--- src/rtl/adc_cap_pkg.sv ---
`timescale 1ns/1ps
package adc_cap_pkg;
    typedef enum logic [1:0] {
        ST_IDLE  = 2'd0,
        ST_LEAD  = 2'd1,
        ST_FRAME = 2'd2
    } cap_state_e;

    // Serial periods before the first data bit, and periods of the gap between words
    localparam int DATA_OFFSET = 2;
    localparam int GAP_PERIODS = 2;
endpackage

--- src/rtl/adc_cap_sck_gen.sv ---
`timescale 1ns/1ps
module adc_cap_sck_gen #(
    parameter int DIV = 4
) (
    input  logic clk,
    input  logic rst,
    input  logic go,
    input  logic active,
    input  logic halt,
    output logic sclk,
    output logic rise_en,
    output logic fall_en
);
    localparam int HALF = DIV / 2;
    localparam int CW   = $clog2(DIV);

    logic [CW-1:0] cnt;

    generate
        if (DIV < 2) begin : g_bad_div
            $error("DIV must be at least 2");
        end
    endgenerate

    // single-cycle strobes in the system clock domain
    assign rise_en = active && (cnt == CW'(DIV - 1));
    assign fall_en = active && (cnt == CW'(HALF - 1));

    always_ff @(posedge clk) begin
        if (rst) begin
            cnt  <= '0;
            sclk <= 1'b0;
        end else begin
            if (!active || rise_en) begin
                cnt <= '0;
            end else begin
                cnt <= cnt + 1'b1;
            end

            if (go) begin
                sclk <= 1'b1;
            end else if (rise_en) begin
                sclk <= !halt;
            end else if (fall_en) begin
                sclk <= 1'b0;
            end
        end
    end
endmodule

--- src/rtl/adc_cap_word_asm.sv ---
`timescale 1ns/1ps
module adc_cap_word_asm
    import adc_cap_pkg::*;
#(
    parameter int BITS   = 14,
    parameter int WORD_W = 16,
    parameter int IW     = 5
) (
    input  logic              clk,
    input  logic              rst,
    input  logic              sample_en,
    input  logic [IW-1:0]     idx,
    input  logic              sdata,
    output logic [WORD_W-1:0] word_a,
    output logic [WORD_W-1:0] word_b,
    output logic              valid
);
    localparam int A_FIRST = DATA_OFFSET;
    localparam int A_LAST  = A_FIRST + BITS - 1;
    localparam int B_FIRST = A_LAST + 1 + GAP_PERIODS;
    localparam int B_LAST  = B_FIRST + BITS - 1;

    logic [BITS-1:0] shreg;
    logic [BITS-1:0] hold_a;
    logic [BITS-1:0] shifted;
    logic            in_a;
    logic            in_b;

    generate
        if (WORD_W <= BITS) begin : g_bad_width
            $error("WORD_W must exceed BITS");
        end
    endgenerate

    assign in_a    = (int'(idx) >= A_FIRST) && (int'(idx) <= A_LAST);
    assign in_b    = (int'(idx) >= B_FIRST) && (int'(idx) <= B_LAST);
    assign shifted = {shreg[BITS-2:0], sdata};

    always_ff @(posedge clk) begin
        if (rst) begin
            shreg  <= '0;
            hold_a <= '0;
            word_a <= '0;
            word_b <= '0;
            valid  <= 1'b0;
        end else begin
            valid <= 1'b0;
            if (sample_en && (in_a || in_b)) begin
                shreg <= shifted;
                if (int'(idx) == A_LAST) begin
                    hold_a <= shifted;
                end
                if (int'(idx) == B_LAST) begin
                    word_a <= WORD_W'(hold_a);
                    word_b <= WORD_W'(shifted);
                    valid  <= 1'b1;
                end
            end
        end
    end
endmodule

--- src/rtl/adc_pair_capture.sv ---
`timescale 1ns/1ps
module adc_pair_capture
    import adc_cap_pkg::*;
#(
    parameter int DIV    = 4,
    parameter int BITS   = 14,
    parameter int WORD_W = 16
) (
    input  logic              clk,
    input  logic              rst,
    input  logic              en,
    input  logic              sdata_i,
    output logic              sclk_o,
    output logic              conv_o,
    output logic [WORD_W-1:0] word_a_o,
    output logic [WORD_W-1:0] word_b_o,
    output logic              valid_o
);
    localparam int FRAME_SCK = 2 * BITS + DATA_OFFSET + GAP_PERIODS;
    localparam int IW        = $clog2(FRAME_SCK);
    localparam int LAST      = FRAME_SCK - 1;

    cap_state_e    state;
    cap_state_e    state_nx;
    logic [IW-1:0] idx_q;
    logic          conv_q;
    logic          go;
    logic          active;
    logic          halt;
    logic          rise_en;
    logic          fall_en;
    logic          at_last;

    assign go      = (state == ST_IDLE) && en;
    assign active  = (state != ST_IDLE);
    assign at_last = (int'(idx_q) == LAST);
    assign halt    = (state == ST_FRAME) && at_last && !conv_q;

    adc_cap_sck_gen #(.DIV(DIV)) u_sck (
        .clk     (clk),
        .rst     (rst),
        .go      (go),
        .active  (active),
        .halt    (halt),
        .sclk    (sclk_o),
        .rise_en (rise_en),
        .fall_en (fall_en)
    );

    // state register
    always_ff @(posedge clk) begin
        if (rst) begin
            state <= ST_IDLE;
        end else begin
            state <= state_nx;
        end
    end

    // transitions
    always_comb begin
        state_nx = state;
        unique case (state)
            ST_IDLE:  if (en)              state_nx = ST_LEAD;
            ST_LEAD:  if (rise_en)         state_nx = ST_FRAME;
            ST_FRAME: if (rise_en && halt) state_nx = ST_IDLE;
            default:                       state_nx = ST_IDLE;
        endcase
    end

    // outputs: conversion start and period index
    always_ff @(posedge clk) begin
        if (rst) begin
            conv_q <= 1'b0;
            idx_q  <= '0;
        end else begin
            unique case (state)
                ST_IDLE: begin
                    conv_q <= 1'b0;
                    idx_q  <= '0;
                end
                ST_LEAD: begin
                    if (fall_en) conv_q <= 1'b1;
                    if (rise_en) idx_q  <= '0;
                end
                ST_FRAME: begin
                    if (fall_en) begin
                        if (int'(idx_q) == 0) conv_q <= 1'b0;
                        else if (at_last)     conv_q <= en;
                    end
                    if (rise_en) begin
                        idx_q <= at_last ? '0 : idx_q + 1'b1;
                    end
                end
                default: begin
                    conv_q <= 1'b0;
                    idx_q  <= '0;
                end
            endcase
        end
    end

    assign conv_o = conv_q;

    adc_cap_word_asm #(
        .BITS   (BITS),
        .WORD_W (WORD_W),
        .IW     (IW)
    ) u_asm (
        .clk       (clk),
        .rst       (rst),
        .sample_en (fall_en && (state == ST_FRAME)),
        .idx       (idx_q),
        .sdata     (sdata_i),
        .word_a    (word_a_o),
        .word_b    (word_b_o),
        .valid     (valid_o)
    );
endmodule

--- config.mk ---
export PLATFORM = sky130hd
export DESIGN_NAME = adc_pair_capture
export DESIGN_NICKNAME = d
export VERILOG_FILES = /design/src/rtl/adc_cap_pkg.sv /design/src/rtl/adc_cap_sck_gen.sv /design/src/rtl/adc_cap_word_asm.sv /design/src/rtl/adc_pair_capture.sv
export SDC_FILE = /design/constraint.sdc
export NUM_CORES = 1
export LEC_CHECK = 0
export ABC_CLOCK_PERIOD_IN_PS = 2700
export CORE_MARGIN = 2
export CORE_UTILIZATION = 54
export DETAILED_ROUTE_END_ITERATION = 8
export GPL_TIMING_DRIVEN = 0
export PLACE_DENSITY = 0.79
export SLEW_MARGIN = 15
export SYNTH_ARGS = -nofsm -noshare
export SYNTH_HDL_FRONTEND = slang
export SYNTH_SLANG_ARGS = --single-unit
export TNS_END_PERCENT = 50
--- constraint.sdc ---
create_clock -name clk -period 2.7 [get_ports clk]
set_input_delay 0.54 -clock clk [delete_from_list [all_inputs] [get_ports clk]]
set_output_delay 0.54 -clock clk [all_outputs]
set_load 0.02 [all_outputs]
Word-level counts from Yosys, hierarchy flattened
Cells that the tools add are included.
{"block": "totals", "ff_bits": 67, "inputBits": 4, "output_inout_bits": 35}
{"block": "op_classes", "n_addsub": 2, "order_cmp": 3, "n_eq_ne": 13, "n_mux": 17, "n_bitwise": 1, "reduce_logical": 25}
{"cell": "$mux W5", "count": 3}
{"cell": "$ne A2 B2 Y1 const B", "count": 6}
{"cell": "$pmux W5 S2", "count": 1}
{"cell": "$logic_and A1 B1 Y1", "count": 9}
{"cell": "$mux W1", "count": 8}
{"cell": "$mux W2", "count": 3}
{"cell": "$pmux W2 S3", "count": 1}
{"cell": "$reduce_and A2 Y1", "count": 3}
{"cell": "$reduce_and A3 Y1", "count": 2}
{"cell": "$add A5 B1 Y5 const B", "count": 1}
{"cell": "$eq A5 B1 Y1 const B", "count": 1}
{"cell": "$eq A5 B5 Y1 const B", "count": 1}
{"cell": "$ge A5 B2 Y1 const B", "count": 1}
{"cell": "$ge A5 B5 Y1 const B", "count": 1}
{"cell": "$le A5 B4 Y1 const B", "count": 1}
{"cell": "$logic_not A5 Y1", "count": 1}
{"cell": "$eq A2 B1 Y1 const B", "count": 2}
{"cell": "$eq A2 B2 Y1 const B", "count": 2}
{"cell": "$reduce_or A2 Y1", "count": 2}
{"cell": "$logic_not A1 Y1", "count": 3}
{"cell": "$ne A3 B3 Y1 const B", "count": 1}
{"cell": "$reduce_bool A3 Y1", "count": 1}
{"cell": "$add A2 B1 Y2 const B", "count": 1}
{"cell": "$logic_not A2 Y1", "count": 1}
{"cell": "4 further kinds", "count": 5}

Longest topological paths before layout
{"block": "depth", "depth_word": 6, "mapped_depth": 9}

Cells and area by module
A second synthesis with hierarchy kept.
{"block": "unflattened", "cells_unflattened": 273, "area_unflattened_um2": 2881.5}
{"module": "adc_cap_word_asm", "n_inst": 1, "cells_each": 194, "area_each_um2": 2173.3, "seq_area_each_um2": 1121.1}
{"module": "adc_pair_capture", "n_inst": 1, "cells_each": 64, "area_each_um2": 560.5, "seq_area_each_um2": 160.2}
{"module": "adc_cap_sck_gen", "n_inst": 1, "cells_each": 15, "area_each_um2": 147.6, "seq_area_each_um2": 60.1}

Worst setup path before layout
No wires, ideal clock.
{"block": "synth_timing", "path_kind": "register to register", "start": "reg idx_q[1]", "end": "reg u_asm.word_b[1]", "setup_ns": 0.121, "arrival_ns": 1.856, "required_time_ns": 2.579, "setup_slack_ns": 0.723, "stages_incl_launch_ff": 10, "period_less_slack_ns": 1.977, "cell_sequence": "dfxtp_1 -> ha_1 -> and3_1 -> ha_1 -> and4bb_1 -> a32oi_2 -> nand3_2 -> buf_6 -> buf_12 -> mux2i_1"}
{"block": "synth_via", "elab_chain_len": 5, "elab_cells_between_ends": 8, "cone_classes": "3 x order compare; 1 x eq/ne; 4 x reduce/logical"}
{"item": "from (decl)", "line": "adc_pair_capture.sv:25", "rtl": "logic [IW-1:0] idx_q;"}
{"item": "from (signal assigned)", "line": "adc_pair_capture.sv:91", "rtl": "idx_q <= at_last ? '0 : idx_q + 1'b1;"}
{"item": "$ge A5 B2 Y1 or $le A5 B4 Y1 (tied branches)", "line": "adc_cap_word_asm.sv:35", "rtl": "assign in_a = (int'(idx) >= A_FIRST) && (int'(idx) <= A_LAST);"}
{"item": "$logic_and A1 B1 Y1", "line": "adc_cap_word_asm.sv:35"}
{"item": "$logic_or A1 B1 Y1", "line": "adc_cap_word_asm.sv:48", "rtl": "if (sample_en && (in_a || in_b)) begin"}
{"item": "$logic_and A1 B1 Y1", "line": "adc_cap_word_asm.sv:48"}
{"item": "$reduce_and A2 Y1 (no source line) (*)"}
{"item": "to (signal assigned)", "line": "adc_cap_word_asm.sv:55", "rtl": "word_b <= WORD_W'(shifted);"}
{"item": "to (decl)", "line": "adc_cap_word_asm.sv:15", "rtl": "output logic [WORD_W-1:0] word_b,"}
Every way passes the cells marked *; elsewhere a longest branch is shown, timed or not.
A chain may end at the register's enable or synchronous reset.

Worst setup path after layout
{"block": "layout_timing", "start": "reg idx_q[1]", "end": "reg u_asm.valid"}
{"block": "layout_via", "elab_chain_len": 6, "elab_cells_between_ends": 10, "cone_classes": "3 x order compare; 1 x eq/ne; 1 x mux; 1 x bitwise; 4 x reduce/logical"}
{"item": "$ge A5 B2 Y1 or $le A5 B4 Y1 (tied branches)", "line": "adc_cap_word_asm.sv:35"}
{"item": "$logic_and A1 B1 Y1", "line": "adc_cap_word_asm.sv:35"}
{"item": "$logic_or A1 B1 Y1", "line": "adc_cap_word_asm.sv:48"}
{"item": "$logic_and A1 B1 Y1", "line": "adc_cap_word_asm.sv:48"}
{"item": "$not A1 Y1 (no source line)"}
{"item": "$reduce_or A2 Y1 (no source line)"}
{"item": "to (signal assigned)", "line": "adc_cap_word_asm.sv:45", "rtl": "valid <= 1'b0;"}
{"item": "to (signal assigned)", "line": "adc_cap_word_asm.sv:47", "rtl": "valid <= 1'b0;"}
{"item": "to (signal assigned)", "line": "adc_cap_word_asm.sv:56", "rtl": "valid <= 1'b1;"}
{"item": "to (decl)", "line": "adc_cap_word_asm.sv:16", "rtl": "output logic valid"}
Parallel ways exist; a longest one is shown, timed or not.

==> impl_metrics.csv <==
group,metric,value,unit
worst_setup_path,worstPathMaxFanout,10,
floorplanning,die_width,77.6,um
power,internal_power,1.70,mW
global_route,grt_use_total,0.187,
worst_setup_path,cp-end-kind,"flip-flop",
floorplanning,initial_core_util,0.565,
power,irDropWorstVdd,0.580,mV
sta,maxSlewViolCount,0,
drt,wl_met3,227,um
yosys,synth-edff-count,0,
sta,fin_crit,2.24,ns
worst_hold_path,hp-start,"u_asm.word_b[12]",
worst_setup_path,crit_slowest_cell,"dfxtp_1",
flow_run,cap_violations,0,
floorplanning,dieArea,6020,sq um
clock_tree,postCtsHoldBufs,0,
yosys,synthDistinctLibCells,39,
yosys,synth_top_area_cell,"dfxtp_1",
worst_hold_path,hold_path_depth,2,
yosys,synth_seq_cells,67,
clock_tree,cts_tree,"built",
clock_tree,h-tree-depth,3,
yosys,yosys-top-cells-area,"dfxtp_1 46%, mux2i_1 20%, nand2b_1 13%, ha_1 4.7%, buf_4 1.5%",
clock_tree,cts_sinks,67,
worst_setup_path,worst_r2r_endpoint,"u_asm.valid",
worst_setup_path,rr_worst_depth,8,
finish,drive_gt1_frac,0.0985,
place,port_buffers,33,
finish,antenna_cells,0,
finish,area_growth,22.5,%
clock_tree,cts-root-buf,"clkbuf_8",
place,gp_congestion,0.761,
yosys,synth_ff_type,"dfxtp_1",
power,cellPowerDensity,621,nW/um^2
sta,rsz0062_at_grt,"no",
sta,min_period_over_period,0.829,
floorplanning,pin_count,39,
power,p_seq_frac,0.462,
sta,fin_worst_skew,0.00570,ns
power,p_switching,0.525,mW
clock_tree,numCtsBuffers,9,
worst_setup_path,cp_cell_sequence,"ha_1 > and3_1 > ha_1 > and4bb_1 > a32oi_2 > nand2_2 > buf_4 > nor3b_1",
floorplanning,core_area,5170,sq um
finish,fin_util,0.692,
power,finalPower,2.22,mW
place,place_inst,379,
global_route,grt_pass1_vias,1891,
drt,wl_per_cell,13.3,um
power,power_leakage,1.56,nW
worst_setup_path,timing.critical_path.mode_cell,"ha_1",
sta,max_slew_margin,0.639,
worst_setup_path,r2r_slack,0.46,ns
finish,stdcell_count,395,
global_route,grt_pass1_wl,8780,um
yosys,yosysTopAreaCellShare,0.459,
place,place_hpwl,3620,um
worst_hold_path,hold_end,"u_asm.word_b[12]",
sta,setup-violations-final,0,
yosys,syn_inst,273,
drt,routed.top_layer,"met4",
yosys,syn_area_per_cell,10.7,sq um
yosys,yosysMostFrequentCell,"dfxtp_1",
clock_tree,clock_latency,0.33,ns
status,status,"complete, no violations",
power,p_clk_frac,0.423,
worst_setup_path,r2r-start,"idx_q[1]",
worst_setup_path,cp_data_arrival_time,2.48,ns
clock_tree,cts_setup_buffers,0,
sta,fmax,447,MHz
drt,num_vias,1982,
power,swShare,0.236,
worst_setup_path,critPathLaunchType,"flip-flop",
worst_setup_path,crit_path_max_incr_delay,0.44,ns
floorplanning,dieHeight,77.6,um
yosys,synth.top_cells.by_count,"67 x dfxtp_1, 60 x nand2b_1, 58 x mux2i_1",
drt,routed_wl,5230,um
global_route,grt-ovfl-total,0,
drt,firstDrtPassIters,4,
power,p_comb_frac,0.115,
worst_setup_path,path_class,"reg2reg",
drt,vias_per_cell,5.02,
finish,nets,335,
drt,drc,0,
worst_hold_path,min_path_type,"reg2reg",
global_route,grt_max_degree,12,
yosys,ys_warn_count,0,
drt,ant_nets,0,
global_route,antenna_found_initial,0,
yosys,synthArstFlopShare,0,
drt,dr_wl_met2,2350,um
drt,m1WireLength,2550,um
clock_tree,clkSlewWorstSetupHoldPaths,0.07,ns
sta,setup_tns,0,ns
yosys,yosysSeqAreaShare,0.459,
sta,worst_pin_slew,0.542,ns
sta,finalHoldViolations,0,
clock_tree,clk_path_buf_depth,2,
drt,drtIter0Drc,105,
yosys,syn_area,2920,sq um
clock_tree,ctsResizeCount,0,
worst_setup_path,cp.required,2.94,ns
floorplanning,rows,26,
logic make-up after synthesis:
logic type               after synthesis  synth area share
AO/OA/AOI/OAI                         15            0.0347
adder cells (fa/ha/maj)               11            0.0471
buffers and inverters                 26            0.0578
flip-flops                            67             0.459
multiplexers                          58             0.199
other                                  1           0.00128
AND/OR/NAND/NOR                       95             0.202
worst max path at each step:
stage / startpoint / endpoint / slack, ns / depth (start not counted)
finish: idx_q[1] / u_asm.valid / 0.46 / 8
global route: idx_q[1] / u_asm.valid / 0.31 / 8
CTS: idx_q[1] / u_asm.valid / 0.44 / 8
detailed placement: idx_q[1] / u_asm.valid / 0.46 / 8
global placement: idx_q[1] / u_asm.valid / 0.49 / 8
floorplan: idx_q[1] / u_asm.word_b[1] / 0.72 / 9
routing by layer:
layer  track usage  up-vias
met4        0.0946        0
met1         0.244      907
met3        0.0488        9
met2         0.285       50
met5             0        -
li1              -     1016
flip-flops by register name (all words and copies together) (netlist names):
register,count
u_asm.hold_a,14
u_asm.word_a,14
u_asm.word_b,14
u_asm.shreg,13
idx_q,5
state,2
u_sck.cnt,2
conv_o,1
u_asm.valid,1
u_sck.sclk,1
placed cells by master, fill, tap and decap left out, types with 2 or more instances in the layout:
cell and count:
dfxtp_1 67, nand2b_1 60, mux2i_1 58, clkdlybuf4s50_1 33
ha_1 11, clkbuf_8 11, nor2_1 10, inv_1 8
clkbuf_1 8, a21oi_1 6, buf_4 6, conb_1 4
nor2b_1 3, nand2_1 3, and2_1 2, buf_6 2
buf_12 2, or3b_2 2, nor4_1 2, o21ai_0 2
bufinv_16 2
cell type report:
class                   instances  area (sq um)
fillers                       408          1590
multi-input cells             183          1430
flip-flops and latches         67          1340
repair buffers                 33           330
clock buffers                  12           155
plain buffers                  18           139
well taps                      70          87.6
clock inverters                 4          72.6
inverters                       8          30.0
power by group through the flow:
stage	Sequential (mW)	Combinational, mW	Clock, mW
floorplan	1.05	0.187	0
global placement	1.05	0.246	0
detailed placement	1.05	0.251	0
CTS	1.03	0.256	0.961
global route	1.03	0.281	1.00
finish	1.03	0.256	0.940
stage by stage:
stage	hold WS [ns]	instance area [sq um]	setup WS (ns)
finish	0.475	3580	0.461
global route	0.495	3580	0.308
CTS	0.478	3580	0.444
detailed placement	0.466	3350	0.459
global placement	0.456	3350	0.494
floorplan	0.438	2940	0.723
critical path, delay by kind of cell (launching register included):
family | cells | cell delay [ns]
adder cells (fa/ha/maj) | 2 | 0.44
flip-flops | 1 | 0.44
buffers and inverters | 1 | 0.23
AND/OR/NAND/NOR | 4 | 0.82
AO/OA/AOI/OAI | 1 | 0.22
Power figures use the tool's default switching activity.
